--- config.mk ---
export PLATFORM = sky130hd
export DESIGN_NAME = ddr2_pd_ctrl
export DESIGN_NICKNAME = d
export VERILOG_FILES = /design/src/rtl/ddr2_pd_pkg.sv /design/src/rtl/ddr2_pd_need_calc.sv /design/src/rtl/ddr2_pd_guard.sv /design/src/rtl/ddr2_pd_bank_track.sv /design/src/rtl/ddr2_pd_exit_timer.sv /design/src/rtl/ddr2_pd_ctrl.sv
export SDC_FILE = /design/constraint.sdc
export NUM_CORES = 1
export LEC_CHECK = 0
export ABC_AREA = 1
export ABC_CLOCK_PERIOD_IN_PS = 2600
export BUFFER_PORTS_ARGS = -buffer_cell sky130_fd_sc_hd__clkbuf_2
export CAP_MARGIN = 10
export CORE_ASPECT_RATIO = 1.75
export CORE_MARGIN = 2
export CORE_UTILIZATION = 55
export CTS_BUF_LIST = sky130_fd_sc_hd__clkbuf_8
export CTS_CLUSTER_DIAMETER = 80
export DETAILED_ROUTE_END_ITERATION = 12
export GPL_ROUTABILITY_DRIVEN = 0
export PLACE_DENSITY = 0.85
export SLEW_MARGIN = 5
export SYNTH_ARGS = -nofsm -noshare
export SYNTH_HDL_FRONTEND = slang
export SYNTH_SLANG_ARGS = --single-unit
export TNS_END_PERCENT = 20
--- constraint.sdc ---
create_clock -name clk -period 2.6 [get_ports clk]
set_input_delay 0 -clock clk [delete_from_list [all_inputs] [get_ports clk]]
set_output_delay 0 -clock clk [all_outputs]
set_load 0.02 [all_outputs]
--- src/rtl/ddr2_pd_pkg.sv ---
`timescale 1ns/1ps
package ddr2_pd_pkg;

  typedef enum logic [3:0] {
    CMD_NOP  = 4'd0,
    CMD_ACT  = 4'd1,
    CMD_RD   = 4'd2,
    CMD_RDA  = 4'd3,
    CMD_WR   = 4'd4,
    CMD_WRA  = 4'd5,
    CMD_PRE  = 4'd6,
    CMD_PREA = 4'd7,
    CMD_REF  = 4'd8,
    CMD_MRS  = 4'd9
  } cmd_e;

  typedef enum logic {
    PD_ACTIVE = 1'b0,
    PD_PRECHG = 1'b1
  } pd_kind_e;

  typedef enum logic {
    ST_UP   = 1'b0,
    ST_DOWN = 1'b1
  } pd_state_e;

endpackage

--- src/rtl/ddr2_pd_need_calc.sv ---
`timescale 1ns/1ps
// Guard length required by one command.
module ddr2_pd_need_calc
  import ddr2_pd_pkg::*;
#(
  parameter int LAT_W = 4,
  parameter int CNT_W = 6
) (
  input  logic [3:0]       cmd_code,
  input  logic [LAT_W-1:0] cfg_rl,
  input  logic [LAT_W-1:0] cfg_wl,
  input  logic [LAT_W-1:0] cfg_bl,
  input  logic [LAT_W-1:0] cfg_twtr,
  input  logic [LAT_W-1:0] cfg_wr,
  input  logic [LAT_W-1:0] cfg_tmrd,
  output logic [CNT_W-1:0] need
);

  localparam int PAD_W = CNT_W - LAT_W;

  function automatic logic [CNT_W-1:0] widen(input logic [LAT_W-1:0] v);
    return {{PAD_W{1'b0}}, v};
  endfunction

  logic [CNT_W-1:0] half_burst;
  logic [CNT_W-1:0] rd_need;
  logic [CNT_W-1:0] wr_base;

  always_comb begin
    half_burst = widen(cfg_bl) >> 1;
    rd_need    = widen(cfg_rl) + half_burst;
    wr_base    = widen(cfg_wl) + half_burst;
    case (cmd_code)
      CMD_RD, CMD_RDA: need = rd_need;
      CMD_WR:          need = wr_base + widen(cfg_twtr);
      CMD_WRA:         need = wr_base + widen(cfg_wr);
      CMD_MRS:         need = widen(cfg_tmrd);
      default:         need = '0;
    endcase
  end

endmodule

--- src/rtl/ddr2_pd_guard.sv ---
`timescale 1ns/1ps
// Entry guard counter: reloads only on a longer requirement.
module ddr2_pd_guard #(
  parameter int CNT_W = 6
) (
  input  logic             clk,
  input  logic             rst_n,
  input  logic             load_en,
  input  logic [CNT_W-1:0] need,
  output logic             guard_zero
);

  logic [CNT_W-1:0] remain_q;
  logic [CNT_W-1:0] remain_dec;
  logic [CNT_W-1:0] remain_nxt;

  always_comb begin
    remain_dec = (remain_q == '0) ? '0 : remain_q - 1'b1;
    remain_nxt = (load_en && (need > remain_dec)) ? need : remain_dec;
  end

  always_ff @(posedge clk or negedge rst_n) begin
    if (!rst_n) remain_q <= '0;
    else        remain_q <= remain_nxt;
  end

  assign guard_zero = (remain_q == '0);

endmodule

--- src/rtl/ddr2_pd_bank_track.sv ---
`timescale 1ns/1ps
// Per-bank open/closed tracking.
module ddr2_pd_bank_track
  import ddr2_pd_pkg::*;
#(
  parameter int NUM_BANKS = 4,
  parameter int BANK_W    = $clog2(NUM_BANKS)
) (
  input  logic              clk,
  input  logic              rst_n,
  input  logic              cmd_valid,
  input  logic [3:0]        cmd_code,
  input  logic [BANK_W-1:0] cmd_bank,
  output logic              any_open
);

  logic [NUM_BANKS-1:0] open_q;

  for (genvar g = 0; g < NUM_BANKS; g++) begin : g_bank
    logic hit;
    assign hit = (cmd_bank == BANK_W'(g));

    always_ff @(posedge clk or negedge rst_n) begin
      if (!rst_n) begin
        open_q[g] <= 1'b0;
      end else if (cmd_valid) begin
        case (cmd_code)
          CMD_ACT:                   if (hit) open_q[g] <= 1'b1;
          CMD_PRE, CMD_RDA, CMD_WRA: if (hit) open_q[g] <= 1'b0;
          CMD_PREA:                  open_q[g] <= 1'b0;
          default:                   open_q[g] <= open_q[g];
        endcase
      end
    end
  end

  assign any_open = |open_q;

endmodule

--- src/rtl/ddr2_pd_exit_timer.sv ---
`timescale 1ns/1ps
// Counts the exit-to-command window after clock enable rises.
module ddr2_pd_exit_timer #(
  parameter int LAT_W = 4
) (
  input  logic             clk,
  input  logic             rst_n,
  input  logic             start,
  input  logic [LAT_W-1:0] dly,
  output logic             idle
);

  logic [LAT_W-1:0] left_q;

  always_ff @(posedge clk or negedge rst_n) begin
    if (!rst_n)              left_q <= '0;
    else if (start)          left_q <= dly;
    else if (left_q != '0)   left_q <= left_q - 1'b1;
  end

  assign idle = (left_q == '0);

endmodule

--- src/rtl/ddr2_pd_ctrl.sv ---
`timescale 1ns/1ps
module ddr2_pd_ctrl
  import ddr2_pd_pkg::*;
#(
  parameter int NUM_BANKS = 4,
  parameter int BANK_W    = $clog2(NUM_BANKS),
  parameter int LAT_W     = 4,
  parameter int CNT_W     = LAT_W + 2
) (
  input  logic              clk,
  input  logic              rst_n,
  input  logic              cmd_valid,
  input  logic [3:0]        cmd_code,
  input  logic [BANK_W-1:0] cmd_bank,
  input  logic              pd_req,
  input  logic [LAT_W-1:0]  cfg_rl,
  input  logic [LAT_W-1:0]  cfg_wl,
  input  logic [LAT_W-1:0]  cfg_bl,
  input  logic [LAT_W-1:0]  cfg_twtr,
  input  logic [LAT_W-1:0]  cfg_wr,
  input  logic [LAT_W-1:0]  cfg_tmrd,
  input  logic [LAT_W-1:0]  cfg_txard,
  input  logic [LAT_W-1:0]  cfg_txards,
  input  logic              cfg_slow_exit,
  output logic              cke,
  output logic              cmd_ready,
  output logic              pd_kind,
  output logic              pd_legal
);

  pd_state_e        st_q;
  pd_kind_e         kind_q;
  logic             cmd_live;
  logic [CNT_W-1:0] need;
  logic             guard_zero;
  logic             any_open;
  logic             exit_idle;
  logic [LAT_W-1:0] exit_dly;
  logic             enter_go;
  logic             leave_go;

  assign cmd_live = cmd_valid && (cmd_code != CMD_NOP);

  ddr2_pd_need_calc #(.LAT_W(LAT_W), .CNT_W(CNT_W)) u_need (
    .cmd_code (cmd_code),
    .cfg_rl   (cfg_rl),
    .cfg_wl   (cfg_wl),
    .cfg_bl   (cfg_bl),
    .cfg_twtr (cfg_twtr),
    .cfg_wr   (cfg_wr),
    .cfg_tmrd (cfg_tmrd),
    .need     (need)
  );

  ddr2_pd_guard #(.CNT_W(CNT_W)) u_guard (
    .clk        (clk),
    .rst_n      (rst_n),
    .load_en    (cmd_live),
    .need       (need),
    .guard_zero (guard_zero)
  );

  ddr2_pd_bank_track #(.NUM_BANKS(NUM_BANKS), .BANK_W(BANK_W)) u_banks (
    .clk       (clk),
    .rst_n     (rst_n),
    .cmd_valid (cmd_valid),
    .cmd_code  (cmd_code),
    .cmd_bank  (cmd_bank),
    .any_open  (any_open)
  );

  // Slow exit applies to active power-down only.
  assign exit_dly = (kind_q == PD_ACTIVE && cfg_slow_exit) ? cfg_txards : cfg_txard;

  ddr2_pd_exit_timer #(.LAT_W(LAT_W)) u_exit (
    .clk   (clk),
    .rst_n (rst_n),
    .start (leave_go),
    .dly   (exit_dly),
    .idle  (exit_idle)
  );

  assign enter_go = (st_q == ST_UP) && pd_req && guard_zero && exit_idle && !cmd_live;
  assign leave_go = (st_q == ST_DOWN) && !pd_req;

  always_ff @(posedge clk or negedge rst_n) begin
    if (!rst_n) begin
      st_q   <= ST_UP;
      kind_q <= PD_PRECHG;
    end else if (enter_go) begin
      st_q   <= ST_DOWN;
      kind_q <= any_open ? PD_ACTIVE : PD_PRECHG;
    end else if (leave_go) begin
      st_q   <= ST_UP;
    end
  end

  assign cke       = (st_q == ST_UP);
  assign cmd_ready = (st_q == ST_UP) && exit_idle;
  assign pd_kind   = kind_q;
  assign pd_legal  = (st_q == ST_UP) && exit_idle && guard_zero;

endmodule

# Yosys cells after proc, flatten, opt, wreduce, memory -nomap -nowiden
# Index checks and enable logic that the tools add are counted.
totals:
  register_bits: 16
  output_inout_bits: 4
classes:
  n_addsub: 6
  magnitude_cmp: 1
  n_eq_ne: 19
  muxes: 21
  n_bitwise: 2
  n_reduce_logical: 27
ops:
  columns: ["cell", "count"]
  rows:
  - ["one-hot mux 6 bit (4 select lines)", 1]
  - ["equality test 4 x 3 -> 1 bit, second input constant", 4]
  - ["!= test 2 x 1 -> 1 bit, second input constant", 8]
  - ["AND reduction 4 bit", 4]
  - ["adder 6 x 4 -> 6 bit", 2]
  - ["two-way mux 4 bit", 3]
  - ["two-way mux 6 bit", 2]
  - ["one-hot mux 1 bit (3 select lines)", 4]
  - ["two-way mux 1 bit", 11]
  - ["adder 4 x 3 -> 5 bit", 2]
  - ["logical AND 1 bit", 10]
  - ["equality test 4 x 2 -> 1 bit, second input constant", 2]
  - ["nonzero test 4 bit", 2]
  - ["> comparator 6 bit", 1]
  - ["zero test 6 bit", 1]
  - ["subtractor 6 x 1 -> 6 bit, second input constant", 1]
  - ["equality test 2 bit, second input constant", 2]
  - ["equality test 4 x 1 -> 1 bit, second input constant", 1]
  - ["equality test 4 bit, second input constant", 1]
  - ["zero test 4 bit", 1]
  - ["nonzero test 2 bit", 2]
  - ["OR reduction 4 bit", 1]
  - ["subtractor 4 x 1 -> 4 bit, second input constant", 1]
  - ["nonzero test 3 bit", 1]
  - ["6 further kinds", 8]

# Depth between registers and ports, before layout
# Gate-level depths: netlist (run 1).
depth:
  word_depth: 6
  mapped_depth: 24
  depth_no_buf: 24

# Hierarchy
# A second synthesis (run 1) with hierarchy kept.
unflattened:
  cells_unflattened: 307
  area_unflattened_um2: 1963.1
modules_own_cells:
  columns: ["mod", "n_inst", "cells_each", "area_per_inst_um2", "seq_area_each_um2"]
  rows:
  - ["ddr2_pd_need_calc", 1, 109, 633.1, 0.0]
  - ["ddr2_pd_guard", 1, 86, 616.8, 150.1]
  - ["ddr2_pd_bank_track", 1, 43, 279.0, 100.1]
  - ["ddr2_pd_exit_timer", 1, 34, 242.7, 100.1]
  - ["ddr2_pd_ctrl", 1, 35, 191.4, 51.3]

# Least setup slack after synthesis (run 1)
# No wires, ideal clock.
synth_timing:
  path_kind: "input port to flip-flop"
  startpoint: "input port cfg_wl[0]"
  endpoint: "register u_guard.remain_q[1]"
  setup_ns: 0.119
  arrival_time_ns: 2.503
  t_required_ns: 2.481
  setup_slack_ns: -0.022
  cell_stages: 20
  cell_sequence: "ha_1 -> fa_1 -> inv_1 -> fa_1 -> inv_1 -> nand2_1 -> nand2_1 -> nand2_1 -> nand2_1 -> nand2_1 -> nand2_1 -> nand2_1 -> ha_1 -> nand2_1 -> o21bai_1 -> nand2_1 -> o21ai_2 -> inv_2 -> nand2_1 -> nand2_1"
synth_between:
  elab_chain_len: 6
  word_cells_on_any_way: 7
synth_lines:
  columns: ["element", "line", "source"]
  rows:
  - ["start: declaration", "ddr2_pd_ctrl.sv:17", "input logic [LAT_W-1:0] cfg_wl,"]
  - ["adder 4 x 3 -> 5 bit *", "ddr2_pd_need_calc.sv:32", "wr_base = widen(cfg_wl) + half_burst;"]
  - ["adder 6 x 4 -> 6 bit, on equally long branches", "ddr2_pd_need_calc.sv:36, ddr2_pd_need_calc.sv:35", null]
  - ["one-hot mux 6 bit (4 select lines) *", "ddr2_pd_need_calc.sv:33", "case (cmd_code)"]
  - ["> comparator 6 bit", "ddr2_pd_guard.sv:19", "remain_nxt = (load_en && (need > remain_dec)) ? need : remain_dec;"]
  - ["logical AND 1 bit", "ddr2_pd_guard.sv:19", null]
  - ["two-way mux 6 bit *", "ddr2_pd_guard.sv:19", null]
  - ["named net u_guard.remain_nxt[1]", "ddr2_pd_guard.sv:15", "logic [CNT_W-1:0] remain_nxt;"]
  - ["end signal: assignment", "ddr2_pd_guard.sv:24", "else remain_q <= remain_nxt;"]
  - ["end: declaration", "ddr2_pd_guard.sv:13", "logic [CNT_W-1:0] remain_q;"]
# The timed path passes the listed nets; every way through them passes the cells marked *.
# A chain may end at the register's enable or synchronous reset.

# Final worst setup path (run 1)
layout_timing:
  startpoint: "input port cfg_bl[1]"
  endpoint: "register u_guard.remain_q[1]"
layout_between:
  elab_chain_len: 6
  word_cells_on_any_way: 8
layout_lines:
  columns: ["element", "line", "source"]
  rows:
  - ["start: declaration", "ddr2_pd_ctrl.sv:18", "input logic [LAT_W-1:0] cfg_bl,"]
  - ["adder 4 x 3 -> 5 bit", "ddr2_pd_need_calc.sv:32", null]
  - ["adder 6 x 4 -> 6 bit, on equally long branches", "ddr2_pd_need_calc.sv:36, ddr2_pd_need_calc.sv:35", null]
  - ["one-hot mux 6 bit (4 select lines) *", "ddr2_pd_need_calc.sv:33", null]
  - ["> comparator 6 bit", "ddr2_pd_guard.sv:19", null]
  - ["logical AND 1 bit", "ddr2_pd_guard.sv:19", null]
  - ["two-way mux 6 bit *", "ddr2_pd_guard.sv:19", null]
  - ["named net u_guard.remain_nxt[1]", "ddr2_pd_guard.sv:15", null]
# Marked as above.

==> results.cfg, run 1 <==
[clocking]
insertion_delay_ps = 250
clock-root-buffer = clkbuf_8
cts_num_sinks = 16
cts_tree = yes
clkSlewWorstSetupHoldPaths_ps = 70
clockBufferDepth = 2
numCtsBuffers = 3
htreeDepth = 1

[floorplan]
die_h_um = 80.4
core.rowCount = 27
start_util = 0.578
io_pins = 47
core_mm2 = 0.00318
die_x_um = 47.7
dieArea_mm2 = 0.00383

[yosys]
yosysUniqueCellTypes = 31
synth_area_per_cell_um2 = 6.67
synth_edf_count = 0
synthArstFlopShare = 1.00
synth_area_mm2 = 0.00183
synthCells = 275
yosys_warnings = 0
yosysSeqAreaShare = 0.219
ys_ff_latch = 16
synthesis.nets = 341
yosys_most_used_dff = dfrtp_1

[timing]
layout_setup_ws_ps = -60.0
finClkSkew_ps = 3.32
period_share = 1.02
period_minus_slack_ps = 2660
relSlewSlack = 0.739
setup_viol = 6
rsz0062_at_grt = yes
fin_tns_setup_ps = -258
final-max-slew-violation-count = 0
tightest_slew_ps = 392
hold_violations = 0
fmax_mhz = 376

[setup_path]
r2r-start = u_guard.remain_q[0]
reg2reg_setup_slack_ps = 180
critPathArrivalTime_ps = 2800
worst-setup-path-type = primary input to flip-flop
critPathRequiredTime_ps = 2740
r2r-end = u_guard.remain_q[4]
path_buf_inv = 5
path_cells = clkbuf_2 > ha_4 > fa_2 > inv_1 > fa_2 > inv_2 > nand2_2 > nand2_2 > nand2_1 > nand2_1 > nand2_1 > nand2_1 > nand2_2 > ha_4 > nand2_4 > nor2_1 > nand2_1 > inv_1 > o21ai_4 > inv_2 > nand2_1 > nand2_1
worstSetupStartpointType = primary input
path_delay_family = adder cells
max_stage_delay_ps = 530
critPathSlowestCell = fa_2
crit_top_cell = nand2_1
worstRegToRegCells = 15
crit_path_end_kind = flip-flop
critical_path_peak_fanout = 6

[detailed_routing]
viasPerCell = 5.24
totalWireLength_mm = 5.07
ant_nets = 0
wl_per_cell_um = 12.9
drc = 0
drt_iter0_drc = 71
vias = 2059
drt_pass1_iterations = 4

[run_status]
violations = negative setup slack
status = complete, but fails checks

[place]
hpwlAfterDp_mm = 3.80
io_buffers = 45

[cells_and_area]
num-nets-final = 417
area_delta_synth_final_pct = 37.9
layout-drive-gt1-share = 0.346
antenna_cells = 0
final_util = 0.796

[global_route]
grt_first_pass_wirelength_mm = 7.62
grt.overflow.total = 0
grt_antenna_before_repair = 0
grt_max_degree = 17
grt_pass1_vias = 2053
track_usage = 0.267

[power]
power_density_mw_per_mm2 = 729
power_leakage_uw = 0.00142
ir_drop_v = 0.000364
report.power.total_uw = 1840

[run]
drv_cap = 0

[worst_hold_path]
hp-start = pd_req
whs_path_depth = 3
hold_class = primary input to flip-flop
min_to = st_q
cell usage after synthesis (2+ instances only):
master / instances / area (um^2)
dfrtp_1: 15 / 375
o21ai_0: 8 / 40.0
mux2_2: 3 / 33.8
xor2_1: 3 / 26.3
inv_1: 47 / 176
ha_1: 20 / 250
nand2_1: 92 / 345
nor3_1: 2 / 10.0
a21oi_1: 9 / 45.0
nand4_2: 2 / 25.0
o211ai_1: 3 / 22.5
nand3_1: 24 / 120
inv_2: 2 / 7.51
nand4_1: 2 / 12.5
nor2_4: 6 / 67.6
o21bai_1: 2 / 15.0
nand2_2: 2 / 12.5
fa_1: 3 / 60.1
nor2_1: 17 / 63.8
nand3_2: 2 / 20.0
per-layer routing:
metal | share of wire | wire, um | vias to the layer above | global-route usage
met4 | 0.026 | 131 | 0 | 0.108
li1 | - | - | 1030 | -
met3 | 0.027 | 137 | 15 | 0.0135
met1 | 0.34 | 1730 | 942 | 0.219
met2 | 0.61 | 3070 | 72 | 0.566
met5 | 0 | 0 | - | 0
state kept, by name, indices dropped and copies added, names as in the netlist:
register	flops
u_exit.left_q	4
st_q	1
pd_kind	1
u_banks.open_q	4
u_guard.remain_q	6
final cells by class:
type | instances | area, um^2
timing repair buffer | 71 | 429
tap | 43 | 53.8
clock buffer | 4 | 55.1
sequential | 16 | 402
inverter | 49 | 184
multi-input combinational | 210 | 1410
fill | 224 | 647
layout by cell type (no fill, tap or decap), types with 4 or more instances in the layout:
master    netlist  final
buf_4           0     23
ha_1           20     15
nor2_1         17     16
nand2_2         2      8
inv_1          47     44
ha_4            0      5
inv_2           2      5
nand3_2         2      5
nand2_1        92     85
clkbuf_2        0     45
nand3_1        24     20
dfrtp_1        15     15
nor2_4          6      6
a21oi_1         9      7
o21ai_0         8      7
clkbuf_8        0      4
repair_timing:
action / 4_1_cts / 5_1_grt
pin swaps: 1 / 17
cloned: 0 / 0
resized for setup: 3 / 31
setup buffers: 1 / 5
hold buffers: 2 / 0
setup endpoints to repair: 5 / 6
endpoints found under the hold margin: 17 / 0
per-stage QoR:
stage	hold WS [ps]	cell area [um^2]	cells	worst slack [ps]
finish	26.7	2530	393	-60.0
CTS	23.7	2350	388	21.9
global route	30.7	2530	393	-192
global placement	-64.5	2260	381	-180
floorplan	-296	1840	275	14.7
detailed placement	-63.7	2260	381	-293
power by group:
part	leakage [uW]	switching (uW)	internal (uW)
clock	0.0000288	86.8	134
sequential	0.000193	51.5	355
combinational	0.00120	728	488
worst reg2reg max path, cell delays in order (launching register included):
cell and delay, ps:
dfrtp_1 320, inv_1 110, ha_1 230, nand4_2 190
o21ai_0 130, a21oi_1 210, inv_1 110, ha_4 290
nand2_4 50, nor2_1 120, nand2_1 90, inv_1 110
o21ai_4 100, buf_6 130, nand2_1 60, nand2_1 50
how the worst max path moves through the flow:
stage	startpoint	end	slack, ps	depth (start not counted)
global placement	cfg_wl[0]	u_guard.remain_q[1]	-180	21
global route	cfg_bl[1]	u_guard.remain_q[1]	-190	22
detailed placement	cfg_wl[0]	u_guard.remain_q[1]	-290	21
finish	cfg_bl[1]	u_guard.remain_q[1]	-60	22
CTS	cfg_wl[0]	u_guard.remain_q[1]	20	19
floorplan	cfg_wl[0]	u_guard.remain_q[1]	10	20
logic make-up (layout without fill, tap and decap cells):
logic type	count (synthesis)	in the layout	synth area share
xor+xnor	3	3	0.0143
buf+inv	49	124	0.100
mux	3	3	0.0184
simple gates	154	154	0.394
fa+ha+maj	23	23	0.169
flops	16	16	0.219
compound gates	27	27	0.0853
Note: power is estimated with default switching activity, not from simulation.
==> inputs of run 2 (changes only) <==
--- a/config.mk
+++ b/config.mk
@@ -6,8 +6,8 @@
 export NUM_CORES = 1
 export LEC_CHECK = 0
 export ABC_AREA = 1
-export ABC_CLOCK_PERIOD_IN_PS = 2600
-export BUFFER_PORTS_ARGS = -buffer_cell sky130_fd_sc_hd__clkbuf_2
+export ABC_CLOCK_PERIOD_IN_PS = 3000
+export BUFFER_PORTS_ARGS = -buffer_cell sky130_fd_sc_hd__buf_2
 export CAP_MARGIN = 10
 export CORE_ASPECT_RATIO = 1.75
 export CORE_MARGIN = 2
@@ -16,7 +16,7 @@
 export CTS_CLUSTER_DIAMETER = 80
 export DETAILED_ROUTE_END_ITERATION = 12
 export GPL_ROUTABILITY_DRIVEN = 0
-export PLACE_DENSITY = 0.85
+export PLACE_DENSITY_LB_ADDON = 0.12
 export SLEW_MARGIN = 5
 export SYNTH_ARGS = -nofsm -noshare
 export SYNTH_HDL_FRONTEND = slang
==> constraint.sdc (replaced) <==
create_clock -name clk -period 3 [get_ports clk]
set_input_delay 0 -clock clk [delete_from_list [all_inputs] [get_ports clk]]
set_output_delay 0 -clock clk [all_outputs]
set_load 0.02 [all_outputs]
==> results.cfg, run 2 (synthesized netlist as in run 1, its figures left out) <==
[clocking]
clock-root-buffer = clkbuf_8
cts_tree = yes
numCtsBuffers = 3
clockBufferDepth = 2
cts_num_sinks = 16
clkSlewWorstSetupHoldPaths_ps = 70
htreeDepth = 1
cts_resized = 0
cts_setup_buffers = 0
insertion_delay_ps = 250

[setup_path]
critical_path_peak_fanout = 5
critPathRequiredTime_ps = 3180
critPathArrivalTime_ps = 2830
worstSetupStartpointType = primary input
crit_path_end_kind = flip-flop
worst-setup-path-type = primary input to flip-flop

[timing]
tightest_slew_ps = 359
hold_violations = 0
final-max-slew-violation-count = 0
fmax_mhz = 378
period_share = 0.882
setup_viol = 0
fin_tns_setup_ps = 0
holdWs_ps = 15.0
period_minus_slack_ps = 2650
rsz0062_at_grt = no
finClkSkew_ps = 9.60
relSlewSlack = 0.758

[detailed_routing]
drt_iter0_drc = 23
totalWireLength_mm = 3.76
ant_nets = 0
vias = 1833
drc = 0
wl_per_cell_um = 10.1
drt_pass1_iterations = 4
viasPerCell = 4.91

[global_route]
grt.overflow.total = 0
grt_antenna_before_repair = 0
track_usage = 0.228
grt_first_pass_wirelength_mm = 6.57
grt_max_degree = 17
grt_pass1_vias = 1761

[run]
drv_cap = 0

[floorplan]
die_h_um = 80.4
io_pins = 47
core_mm2 = 0.00318
die_x_um = 47.7
core.rowCount = 27
start_util = 0.578
dieArea_mm2 = 0.00383

[power]
report.power.total_uw = 1340
power_density_mw_per_mm2 = 604
power_leakage_uw = 0.00129
ir_drop_v = 0.000280

[place]
hpwlAfterDp_mm = 3.30
io_buffers = 45

[cells_and_area]
antenna_cells = 0
area_delta_synth_final_pct = 20.9
layout_commonest_cell = nand2_1
regMostFlops = u_guard.remain_q
layout_common_cells = nand2_1, inv_1, buf_2
reg.largest.list = u_guard.remain_q x6, u_banks.open_q x4, u_exit.left_q x4
fillers = 288
layout-drive-gt1-share = 0.227
largest_register_ffs = 6
final_util = 0.699
num-nets-final = 397

[worst_hold_path]
hold_class = primary input to flip-flop

[run_status]
status = complete, no violations
==> run 2: changes by cell type in the layout (fill, tap and decap cells not counted), moves of 4 or more <==
cell | before | now
buf_2 | 0 | 45
buf_4 | 23 | 4
clkbuf_2 | 45 | 0
ha_1 | 15 | 20
ha_4 | 5 | 0
nand2_1 | 85 | 92
nand2_2 | 8 | 2
nand3_1 | 20 | 24
==> run 2: path summary, 6_finish.rpt <==
path / startpoint / endpoint / slack [ps] / depth (start not counted)
worst min register to register: pd_kind / pd_kind / 470 / 2
max in group asynchronous: rst_n / pd_kind / 2510 / 2
worst min-delay path: pd_req / pd_kind / 20 / 3
worst max register to register: u_guard.remain_q[0] / u_guard.remain_q[3] / 630 / 15
worst max-delay path: cfg_wl[0] / u_guard.remain_q[3] / 350 / 21
min in group asynchronous: rst_n / u_exit.left_q[2] / 180 / 2
==> run 2: stage by stage <==
stage                     instances  worst slack (ps)  instance area, um^2
after floorplan                 275               378                 1830
after global placement          367               103                 2140
after detailed placement        367              79.3                 2140
after CTS                       373               330                 2220
after global routing            373              58.1                 2220
final                           373               355                 2220
==> run 2: timing repair <==
action                     in CTS  in global routing
setup endpoints to repair       0                  0
hold buffers                    2                  0
hold endpoints to repair       17                  0
==> run 2: power by group <==
group          leakage [uW]  switching, uW  total [uW]  internal, uW
logic               0.00107            484         804           320
clock network     0.0000288           72.0         188           116
registers          0.000193           39.5         347           308
total               0.00129            595        1340           744
==> run 2: layer usage <==
metal	wire length [um]	vias up	track usage
li1	-	987	-
met2	2140	34	0.447
met1	1430	802	0.215
met5	0	-	0
met4	109	0	0.105
met3	82	10	0.0135
==> run 2: area by class of cell <==
class / instances / area, um^2 / area share
inverter: 49 / 184 / 0.0829
timing repair buffer: 51 / 275 / 0.124
multi-input combinational: 210 / 1250 / 0.563
clock buffer: 4 / 55.1 / 0.0248
tap: 43 / 53.8 / 0.0243
sequential: 16 / 402 / 0.181
==> run 2: critical path: stages <==
cell and delay [ps]:
buf_2 100, ha_1 210, fa_1 520, inv_1 60
fa_1 400, inv_1 60, nand2_1 60, nand2_1 70
nand2_1 50, nand2_1 50, nand2_1 40, nand2_1 70
nand2_1 70, ha_1 270, nand2_1 100, o21bai_1 120
nand2_1 80, o21ai_2 220, buf_4 160, nand2_1 50
nand2_1 70
==> inputs of run 3 (changes only) <==
--- a/config.mk
+++ b/config.mk
@@ -5,13 +5,12 @@
 export SDC_FILE = /design/constraint.sdc
 export NUM_CORES = 1
 export LEC_CHECK = 0
-export ABC_AREA = 1
 export ABC_CLOCK_PERIOD_IN_PS = 3000
 export BUFFER_PORTS_ARGS = -buffer_cell sky130_fd_sc_hd__buf_2
 export CAP_MARGIN = 10
 export CORE_ASPECT_RATIO = 1.75
 export CORE_MARGIN = 2
-export CORE_UTILIZATION = 55
+export CORE_UTILIZATION = 54
 export CTS_BUF_LIST = sky130_fd_sc_hd__clkbuf_8
 export CTS_CLUSTER_DIAMETER = 80
 export DETAILED_ROUTE_END_ITERATION = 12
==> results.cfg, run 3 <==
[run_status]
status = complete, no violations

[yosys]
synth_edf_count = 0
synth_area_mm2 = 0.00170
yosysUniqueCellTypes = 49
synthDominantAreaCellType = dfrtp_1
synth_top_cells_by_count = ha_1, a21oi_1, dfrtp_1
synthesis.nets = 251
synth_area_per_cell_um2 = 9.21
synthCells = 185
yosys_warnings = 0
ys_ff_latch = 16
synthArstFlopShare = 1.00
yosys_most_used_dff = dfrtp_1
yosysSeqAreaShare = 0.236
synthTopCellsByArea = dfrtp_1, ha_1, a21oi_1
synth_top_area_frac = 0.220
yosysMostFrequentCell = ha_1

[floorplan]
die_h_um = 78.3
core.rowCount = 27
die_x_um = 46.5
start_util = 0.554
io_pins = 47
core_mm2 = 0.00307
dieArea_mm2 = 0.00364

[clocking]
numCtsBuffers = 3
cts_tree = yes
clockBufferDepth = 2
clkSlewWorstSetupHoldPaths_ps = 60
clock-root-buffer = clkbuf_8
htreeDepth = 1
insertion_delay_ps = 250
cts_num_sinks = 16

[global_route]
grt_pass1_vias = 1786
grt.overflow.total = 0
track_usage = 0.261
grt_max_degree = 17
grt_antenna_before_repair = 0
grt_first_pass_wirelength_mm = 7.00

[detailed_routing]
ant_nets = 0
totalWireLength_mm = 4.40
viasPerCell = 5.74
drc = 0
vias = 1665
drt_pass1_iterations = 5
drt_iter0_drc = 50
wl_per_cell_um = 15.2

[cells_and_area]
regMostFlops = u_guard.remain_q
reg.largest.list = u_guard.remain_q x6, u_banks.open_q x4, u_exit.left_q x4
antenna_cells = 0
layout-drive-gt1-share = 0.372
final_area_mm2 = 0.00224
largest_register_ffs = 6
layout_common_cells = buf_2, a21oi_1, ha_1
num-nets-final = 314
layout_commonest_cell = buf_2
area_delta_synth_final_pct = 31.6

[timing]
hold_violations = 0
finClkSkew_ps = 1.19
fin_tns_setup_ps = 0
period_share = 0.971
relSlewSlack = 0.660
fmax_mhz = 343
tightest_slew_ps = 510
final-max-slew-violation-count = 0
setup_viol = 0
holdWs_ps = 44.1
period_minus_slack_ps = 2910

[setup_path]
critPathArrivalTime_ps = 3090
critPathRequiredTime_ps = 3180
worst-setup-path-type = primary input to flip-flop
worstSetupStartpointType = primary input
critical_path_peak_fanout = 6
crit_path_end_kind = flip-flop

[place]
hpwlAfterDp_mm = 3.55
io_buffers = 45
placed_cell_area_mm2 = 0.00203

[run]
drv_cap = 0

[worst_hold_path]
hold_class = primary input to flip-flop

[power]
ir_drop_v = 0.000382
power_density_mw_per_mm2 = 662
power_leakage_uw = 0.00111
## run 3: changes by cell type after synthesis, moves of 7 or more
cell	delta
nand2_1	-78
a21oi_1	+10
nand3_1	-20
mux2_1	+7
inv_1	-38
## run 3: cells by family (layout without fill, tap and decap cells)
family,Yosys count,after routing,synth area share
compound gates,43,44,0.160
xor+xnor,12,12,0.0617
fa+ha+maj,23,23,0.182
buf+inv,15,76,0.0448
flops,16,16,0.236
mux,14,14,0.0903
simple gates,62,62,0.225
## run 3: path summary, 6_finish.rpt
check,start,endpoint,slack [ps],depth (start not counted)
hold / removal,cfg_txards[2],u_exit.left_q[2],40,3
max in group asynchronous,rst_n,pd_kind,2520,2
setup / recovery,cfg_bl[1],u_guard.remain_q[3],90,15
hold reg to reg,u_banks.open_q[2],u_banks.open_q[2],500,1
min in group asynchronous,rst_n,u_exit.left_q[3],180,2
setup reg to reg,u_guard.remain_q[0],u_guard.remain_q[3],580,10
## run 3: what timing repair did
action,in CTS,in global routing
pin swaps,0,8
setup buffers,0,4
resized for setup,2,17
endpoints found under the setup margin,3,6
hold buffers,2,0
gates cloned,0,1
hold endpoints to repair,17,0
## run 3: report_power, final
part           switching (uW)  leakage [uW]  internal (uW)
clock                    76.5     0.0000288            117
sequential               80.7      0.000185            304
combinational             495      0.000896            412
## run 3: final cells by class
type,count,area (um^2)
inverter,10,37.5
tap,43,53.8
fill,234,832
multi-input combinational,155,1330
sequential,16,402
timing repair buffer,62,362
clock buffer,4,55.1
## run 3: worst max-delay path, stage by stage
cell and delay [ps]:
buf_2 110, ha_1 200, fa_1 510, inv_1 70, fa_2 370, nand2b_1 170
a21oi_2 180, xor2_1 180, o21ai_1 120, ha_1 320, and4_4 200, a31oi_4 240
o21ai_4 120, and2_1 170, a31oi_1 130
## run 3: layer usage
layer  vias up  track usage  part of all wire
met2        63        0.504              0.60
met4         0        0.151             0.053
li1        792            -                 -
met5         -            0                 0
met1       790        0.227              0.31
met3        20       0.0345             0.039
## run 3: metrics by stage
stage	setup slack, ps	std cells	utilization	power (uW)
after floorplan	15.8	185	-	926
after global placement	-182	279	0.659	1080
after detailed placement	-288	279	0.659	1130
after CTS	-3.10	285	0.688	1340
after global routing	-104	290	0.729	1610
final	87.5	290	0.729	1480
